`src/rtl/cmp_timer_pkg.sv`:
```
package cmp_timer_pkg;

    typedef enum logic {
        ST_STOP = 1'b0,
        ST_RUN  = 1'b1
    } run_state_e;

    // log2 of the divide ratio for a tick code; -1 means no ticks
    function automatic int div_shift(input logic [2:0] code);
        case (code)
            3'd1:    return 0;
            3'd2:    return 3;
            3'd3:    return 6;
            3'd4:    return 8;
            3'd5:    return 10;
            default: return -1;
        endcase
    endfunction

endpackage

```
`src/rtl/cmp_timer_prescale.sv`:
```
module cmp_timer_prescale
    import cmp_timer_pkg::*;
#(
    parameter int PRE_W = 10
) (
    input  logic       clk,
    input  logic       rst_n,
    input  logic [2:0] clk_sel,
    output logic       tick
);

    logic [PRE_W-1:0] prediv_q;
    logic [PRE_W-1:0] mask;
    int               sh;

    always_ff @(posedge clk or negedge rst_n) begin
        if (!rst_n) prediv_q <= '0;
        else        prediv_q <= prediv_q + 1'b1;
    end

    always_comb begin
        sh   = div_shift(clk_sel);
        mask = '0;
        for (int i = 0; i < PRE_W; i++) begin
            if (i < sh) mask[i] = 1'b1;
        end
        tick = (sh >= 0) && ((prediv_q & mask) == mask);
    end

endmodule

```
`src/rtl/cmp_timer_core.sv`:
```
module cmp_timer_core
    import cmp_timer_pkg::*;
#(
    parameter int CNT_W = 16
) (
    input  logic             clk,
    input  logic             rst_n,
    input  logic             mode_buf,
    input  logic             run_req,
    input  logic             tick,
    input  logic             cmp_wr,
    input  logic [CNT_W-1:0] cmp_wdata,
    output logic [CNT_W-1:0] count,
    output logic [CNT_W-1:0] cmp_active,
    output logic             adv,
    output logic             match_ev,
    output logic             ovf_ev
);

    localparam logic [CNT_W-1:0] CNT_MAX = {CNT_W{1'b1}};

    run_state_e       state_q, state_d;
    logic [CNT_W-1:0] count_q, active_q, hold_q;
    logic             hit;

    // state register
    always_ff @(posedge clk or negedge rst_n) begin
        if (!rst_n) state_q <= ST_STOP;
        else        state_q <= state_d;
    end

    // next state and event decode
    always_comb begin
        unique case (state_q)
            ST_STOP: state_d = run_req ? ST_RUN  : ST_STOP;  // start
            ST_RUN:  state_d = run_req ? ST_RUN  : ST_STOP;  // halt
            default: state_d = ST_STOP;
        endcase
        adv      = (state_q == ST_RUN) && tick;
        hit      = (count_q == active_q);
        match_ev = adv && hit;
        ovf_ev   = adv && (mode_buf ? hit : (count_q == CNT_MAX));
    end

    // counter, holding register and active compare value
    always_ff @(posedge clk or negedge rst_n) begin
        if (!rst_n) begin
            count_q  <= '0;
            active_q <= '0;
            hold_q   <= '0;
        end else begin
            if (cmp_wr) hold_q <= cmp_wdata;
            if (cmp_wr && !mode_buf) active_q <= cmp_wdata;
            if (adv) begin
                if (hit) begin
                    count_q <= '0;
                    if (mode_buf) active_q <= hold_q;
                end else begin
                    count_q <= count_q + 1'b1;
                end
            end
        end
    end

    assign count      = count_q;
    assign cmp_active = active_q;

endmodule

```
`src/rtl/cmp_timer_flags.sv`:
```
module cmp_timer_flags (
    input  logic       clk,
    input  logic       rst_n,
    input  logic       match_ev,
    input  logic       ovf_ev,
    input  logic [1:0] flag_clr,
    input  logic       match_ie,
    output logic       match_flag,
    output logic       ovf_flag,
    output logic       irq,
    output logic       wave
);

    logic mf_q, of_q, wave_q;

    always_ff @(posedge clk or negedge rst_n) begin
        if (!rst_n) begin
            mf_q   <= 1'b0;
            of_q   <= 1'b0;
            wave_q <= 1'b0;
        end else begin
            if (match_ev)         mf_q <= 1'b1;
            else if (flag_clr[0]) mf_q <= 1'b0;
            if (ovf_ev)           of_q <= 1'b1;
            else if (flag_clr[1]) of_q <= 1'b0;
            if (match_ev)         wave_q <= ~wave_q;
        end
    end

    assign match_flag = mf_q;
    assign ovf_flag   = of_q;
    assign wave       = wave_q;
    assign irq        = mf_q & match_ie;

endmodule

```
`src/rtl/cmp_timer.sv`:
```
module cmp_timer
    import cmp_timer_pkg::*;
#(
    parameter int CNT_W = 16,
    parameter int PRE_W = 10
) (
    input  logic             clk,
    input  logic             rst_n,
    input  logic             mode_buf,
    input  logic [2:0]       clk_sel,
    input  logic             cmp_wr,
    input  logic [CNT_W-1:0] cmp_wdata,
    input  logic             match_ie,
    input  logic [1:0]       flag_clr,
    output logic [CNT_W-1:0] count,
    output logic [CNT_W-1:0] cmp_active,
    output logic             match_flag,
    output logic             ovf_flag,
    output logic             irq,
    output logic             wave
);

    logic tick, run_req, adv, match_ev, ovf_ev;

    assign run_req = (div_shift(clk_sel) >= 0);

    cmp_timer_prescale #(.PRE_W(PRE_W)) u_pre (
        .clk     (clk),
        .rst_n   (rst_n),
        .clk_sel (clk_sel),
        .tick    (tick)
    );

    cmp_timer_core #(.CNT_W(CNT_W)) u_core (
        .clk        (clk),
        .rst_n      (rst_n),
        .mode_buf   (mode_buf),
        .run_req    (run_req),
        .tick       (tick),
        .cmp_wr     (cmp_wr),
        .cmp_wdata  (cmp_wdata),
        .count      (count),
        .cmp_active (cmp_active),
        .adv        (adv),
        .match_ev   (match_ev),
        .ovf_ev     (ovf_ev)
    );

    cmp_timer_flags u_flags (
        .clk        (clk),
        .rst_n      (rst_n),
        .match_ev   (match_ev),
        .ovf_ev     (ovf_ev),
        .flag_clr   (flag_clr),
        .match_ie   (match_ie),
        .match_flag (match_flag),
        .ovf_flag   (ovf_flag),
        .irq        (irq),
        .wave       (wave)
    );

endmodule

```
`config.mk`:
```
export PLATFORM = sky130hd
export DESIGN_NAME = cmp_timer
export DESIGN_NICKNAME = d
export VERILOG_FILES = /design/src/rtl/cmp_timer_pkg.sv /design/src/rtl/cmp_timer_prescale.sv /design/src/rtl/cmp_timer_core.sv /design/src/rtl/cmp_timer_flags.sv /design/src/rtl/cmp_timer.sv
export SDC_FILE = /design/constraint.sdc
export NUM_CORES = 1
export LEC_CHECK = 0
export BUFFER_PORTS_ARGS = -buffer_cell sky130_fd_sc_hd__buf_2
export CAP_MARGIN = 20
export CORE_MARGIN = 3
export CORE_UTILIZATION = 35
export CTS_BUF_LIST = sky130_fd_sc_hd__clkbuf_2
export DETAILED_ROUTE_END_ITERATION = 7
export GPL_TIMING_DRIVEN = 0
export HOLD_SLACK_MARGIN = 0.12
export PLACE_DENSITY = 0.63
export SKIP_CTS_REPAIR_TIMING = 1
export SLEW_MARGIN = 15
export SYNTH_ARGS = -nofsm -noshare
export SYNTH_HDL_FRONTEND = slang
export SYNTH_SLANG_ARGS = --single-unit
```
`constraint.sdc`:
```
create_clock -name clk -period 2.1 [get_ports clk]
set_input_delay 0 -clock clk [delete_from_list [all_inputs] [get_ports clk]]
set_output_delay 0 -clock clk [all_outputs]
set_load 0.03 [all_outputs]
```
==> run metrics <==
Sink Count 62; Core Footprint ~0.009 sq mm; FF-to-FF setup slack -20 ps; CP startpoint kind flop; layout cells sized above 1 around 43%; post-layout net count between 400 and 500; dpl cell area around 0.0038 sq mm; Pwr Total 0.00301 W; vias in the first global route roughly 2600; Die X roughly 100 um; ys flop type dfrtp_1; Routed Wire Length between 8000 and 9000 um; Post-Synthesis Cells between 200 and 300; antenna viol nets, final 0; Worst Path Required 2480 ps; failing checks negative setup slack; final setup vio count 4; sequential cell area fraction in the yosys report 46.5%; clk_lat worst skew approximately 500 ps; pin count of the biggest net entering global routing 40; first-pass GRT wire length 13000 um; WP data arrival about 2500 ps; Die Ht 104 um; Hold Path End u_core.count[15]$_DFFE_PN0N_; RSZ-0062 raised after global routing yes; Avg Vias per Cell ~5; WL/cell approximately 15 um; CTS buffer count 9; Avg Inst Size Synth 11.7 sq um; fraction of registers with async set/reset 100%; Slew HR approximately 61%; Max IR drop VDD about 420 uV; syn_nets approximately 320; RR Endpoint u_core.cmp_active[10]$_DFF_PN0_; library cells used by synthesis 45; FMAX roughly 470 MHz; Synth Warn # 0; via count between 2000 and 3000; row cnt 35; Max Buffers Root-to-Sink 2; area delta synth->final 32.7%; Clock Skews ~39 ps; initial antenna violation count 0; CP max FO 5; fin. max-slew vios 0; leakage power figure between 1.5 and 2 nW; # fillers 873; critical path capture point type flop; Fin. Hold Viols 0; final core occ between 40% and 50%; Port Buffers 60; CTS tree yes; Hold Path Class input pin to flop; DIE AREA between 0.01 and 0.015 sq mm; diodes inserted 0; post-route cell area around 0.0044 sq mm; drt pass-1 iters 4; pre-CTS setup slack -256 ps; RD Place Congestion just under 0.8; Seq cells post-synth 62; remaining design rule violation count 0; Starting Density between 30% and 40%; Initial DRC Count between 100 and 150; number of max-cap violations 0; gr ovfl total 0; Hold Crit Depth 5; EDFF count, synth 0; post-layout minimum cycle time 2120 ps; pwr/cell area 679 mW/mm^2; clock slew at reported path FFs ~200 ps; H-tree depth 3; kind of critical path flop to flop; status finished with violations; # IOs 62; Register-to-Register Path Depth 7; worst slew pin tran between 500 and 600 ps; aggregate global-route resource usage ~15%; final period utilization 101%; CTS root buf clkbuf_2; hold path start clk_sel[1]; Detailed Place HPWL around 5700 um; setup ws final -18.7 ps; Synth Cell Area between 0.003 and 0.004 sq mm; worst reg2reg path startpoint u_core.count[7]$_DFFE_PN0N_
## final cells by class
cell class	count	area, sq um	area share (%)
tap	129	161	3.64
sequential	62	1560	35.3
timing repair buffer	105	763	17.2
clock buffer	9	45.0	1.02
clock inverter	7	50.0	1.13
multi-input combinational	194	1680	37.8
inverter	15	56.3	1.27
buffer	15	114	2.57
## critical path, cell delays in order, from the launching register on
cell	delay (ps)
dfrtp_2	510
xor2_1	190
nor4_2	330
and4_1	250
buf_6	120
nand4_4	140
buf_12	190
mux2_4	290
## cell usage in the layout, fill, tap and decap left out, types with 3 or more instances in the layout
cell and n:
buf_2 61, dfrtp_1 52, mux2_2 39, dlygate4sd3_1 29, xor2_1 18, inv_1 15
buf_4 14, nand3_1 12, nand2_1 11, o21ai_0 11, nand4_1 10, dfrtp_2 10
mux2_4 9, a211oi_1 9, clkbuf_2 9, o22ai_1 7, nand2b_1 6, xnor2_1 5
o211ai_1 5, ha_1 5, nor3_1 4, nor2_1 4, clkbuf_1 4, and4_1 4
o2bb2ai_1 4, nor4_2 3, buf_6 3, buf_12 3, clkinvlp_4 3
## metal layers
metal	track usage, %	up-vias	wire, um	part of all wire [%]
met3	2.37	9	320	3.9
met2	23.6	60	4100	50
met1	20.4	1328	3720	45
met4	5.51	0	116	1.4
met5	0	-	0	0
li1	-	1285	-	-
## cell usage after synthesis (4+ instances only)
library cell	instances	area share, %
o2bb2ai_1	4	1.0
a211oi_1	9	2.0
xor2_1	20	5.2
ha_1	5	1.9
o21ai_0	11	1.6
inv_1	15	1.7
nand2b_1	6	1.1
mux2_4	9	4.0
mux2_2	39	13
nand3_1	13	1.9
o22ai_1	7	1.3
nand4_1	10	1.9
nor4_1	4	0.75
clkbuf_1	5	0.56
xnor2_1	5	1.3
nor3_1	4	0.60
o211ai_1	5	1.1
and4_1	4	1.0
nor2_1	4	0.45
dfrtp_1	62	46
nand2_1	11	1.2
## state kept, by name, summed over array words and instances, names as in the netlist
register / flops
u_flags.match_flag: 1
u_core.state_q: 1
u_flags.ovf_flag: 1
u_core.cmp_active: 16
u_core.count: 16
u_pre.prediv_q: 10
u_core.hold_q: 16
u_flags.wave: 1
## worst max-delay path by stage
stage | startpoint | endpoint | slack [ps] | cells past startpoint
2_1_floorplan | u_core.count[5]$_DFFE_PN0N_ | u_core.cmp_active[10]$_DFF_PN0_ | 3 | 8
3_3_place_gp | u_core.count[6]$_DFFE_PN0N_ | u_core.cmp_active[8]$_DFF_PN0_ | -240 | 7
3_5_place_dp | u_core.count[6]$_DFFE_PN0N_ | u_core.cmp_active[8]$_DFF_PN0_ | -260 | 7
4_1_cts | u_core.count[6]$_DFFE_PN0N_ | u_core.cmp_active[10]$_DFF_PN0_ | -300 | 7
5_1_grt | u_core.count[7]$_DFFE_PN0N_ | u_core.cmp_active[13]$_DFF_PN0_ | -100 | 7
6_report | u_core.count[7]$_DFFE_PN0N_ | u_core.cmp_active[10]$_DFF_PN0_ | -20 | 7
## cells by family (layout without fill, tap and decap cells)
| logic type | after synthesis | count (layout) | synth area share [%] |
|---|---|---|---|
| mux | 50 | 50 | 17.8 |
| fa+ha+maj | 5 | 5 | 1.87 |
| simple gates | 74 | 74 | 14.1 |
| compound gates | 40 | 40 | 8.51 |
| buf+inv | 30 | 151 | 4.72 |
| flops | 62 | 62 | 46.5 |
| xor+xnor | 25 | 25 | 6.56 |
## power by group
group,total (W),internal [W],leakage (nW),switching (W)
registers,0.00149,0.00133,0.731,0.000163
logic,0.000869,0.000387,1.16,0.000483
clock network,0.000648,0.000156,0.0543,0.000492
total,0.00301,0.00187,1.95,0.00114
## stage by stage
stage                     instances  TNS, ps  hold WS [ps]
final                           536    -40.4           176
after floorplan                 286        0          -296
after global routing            536    -1310           182
after global placement          475    -3960           210
after CTS                       492    -5560          -663
after detailed placement        476    -4710         -66.0
Note: power is estimated with default switching activity, not from simulation.
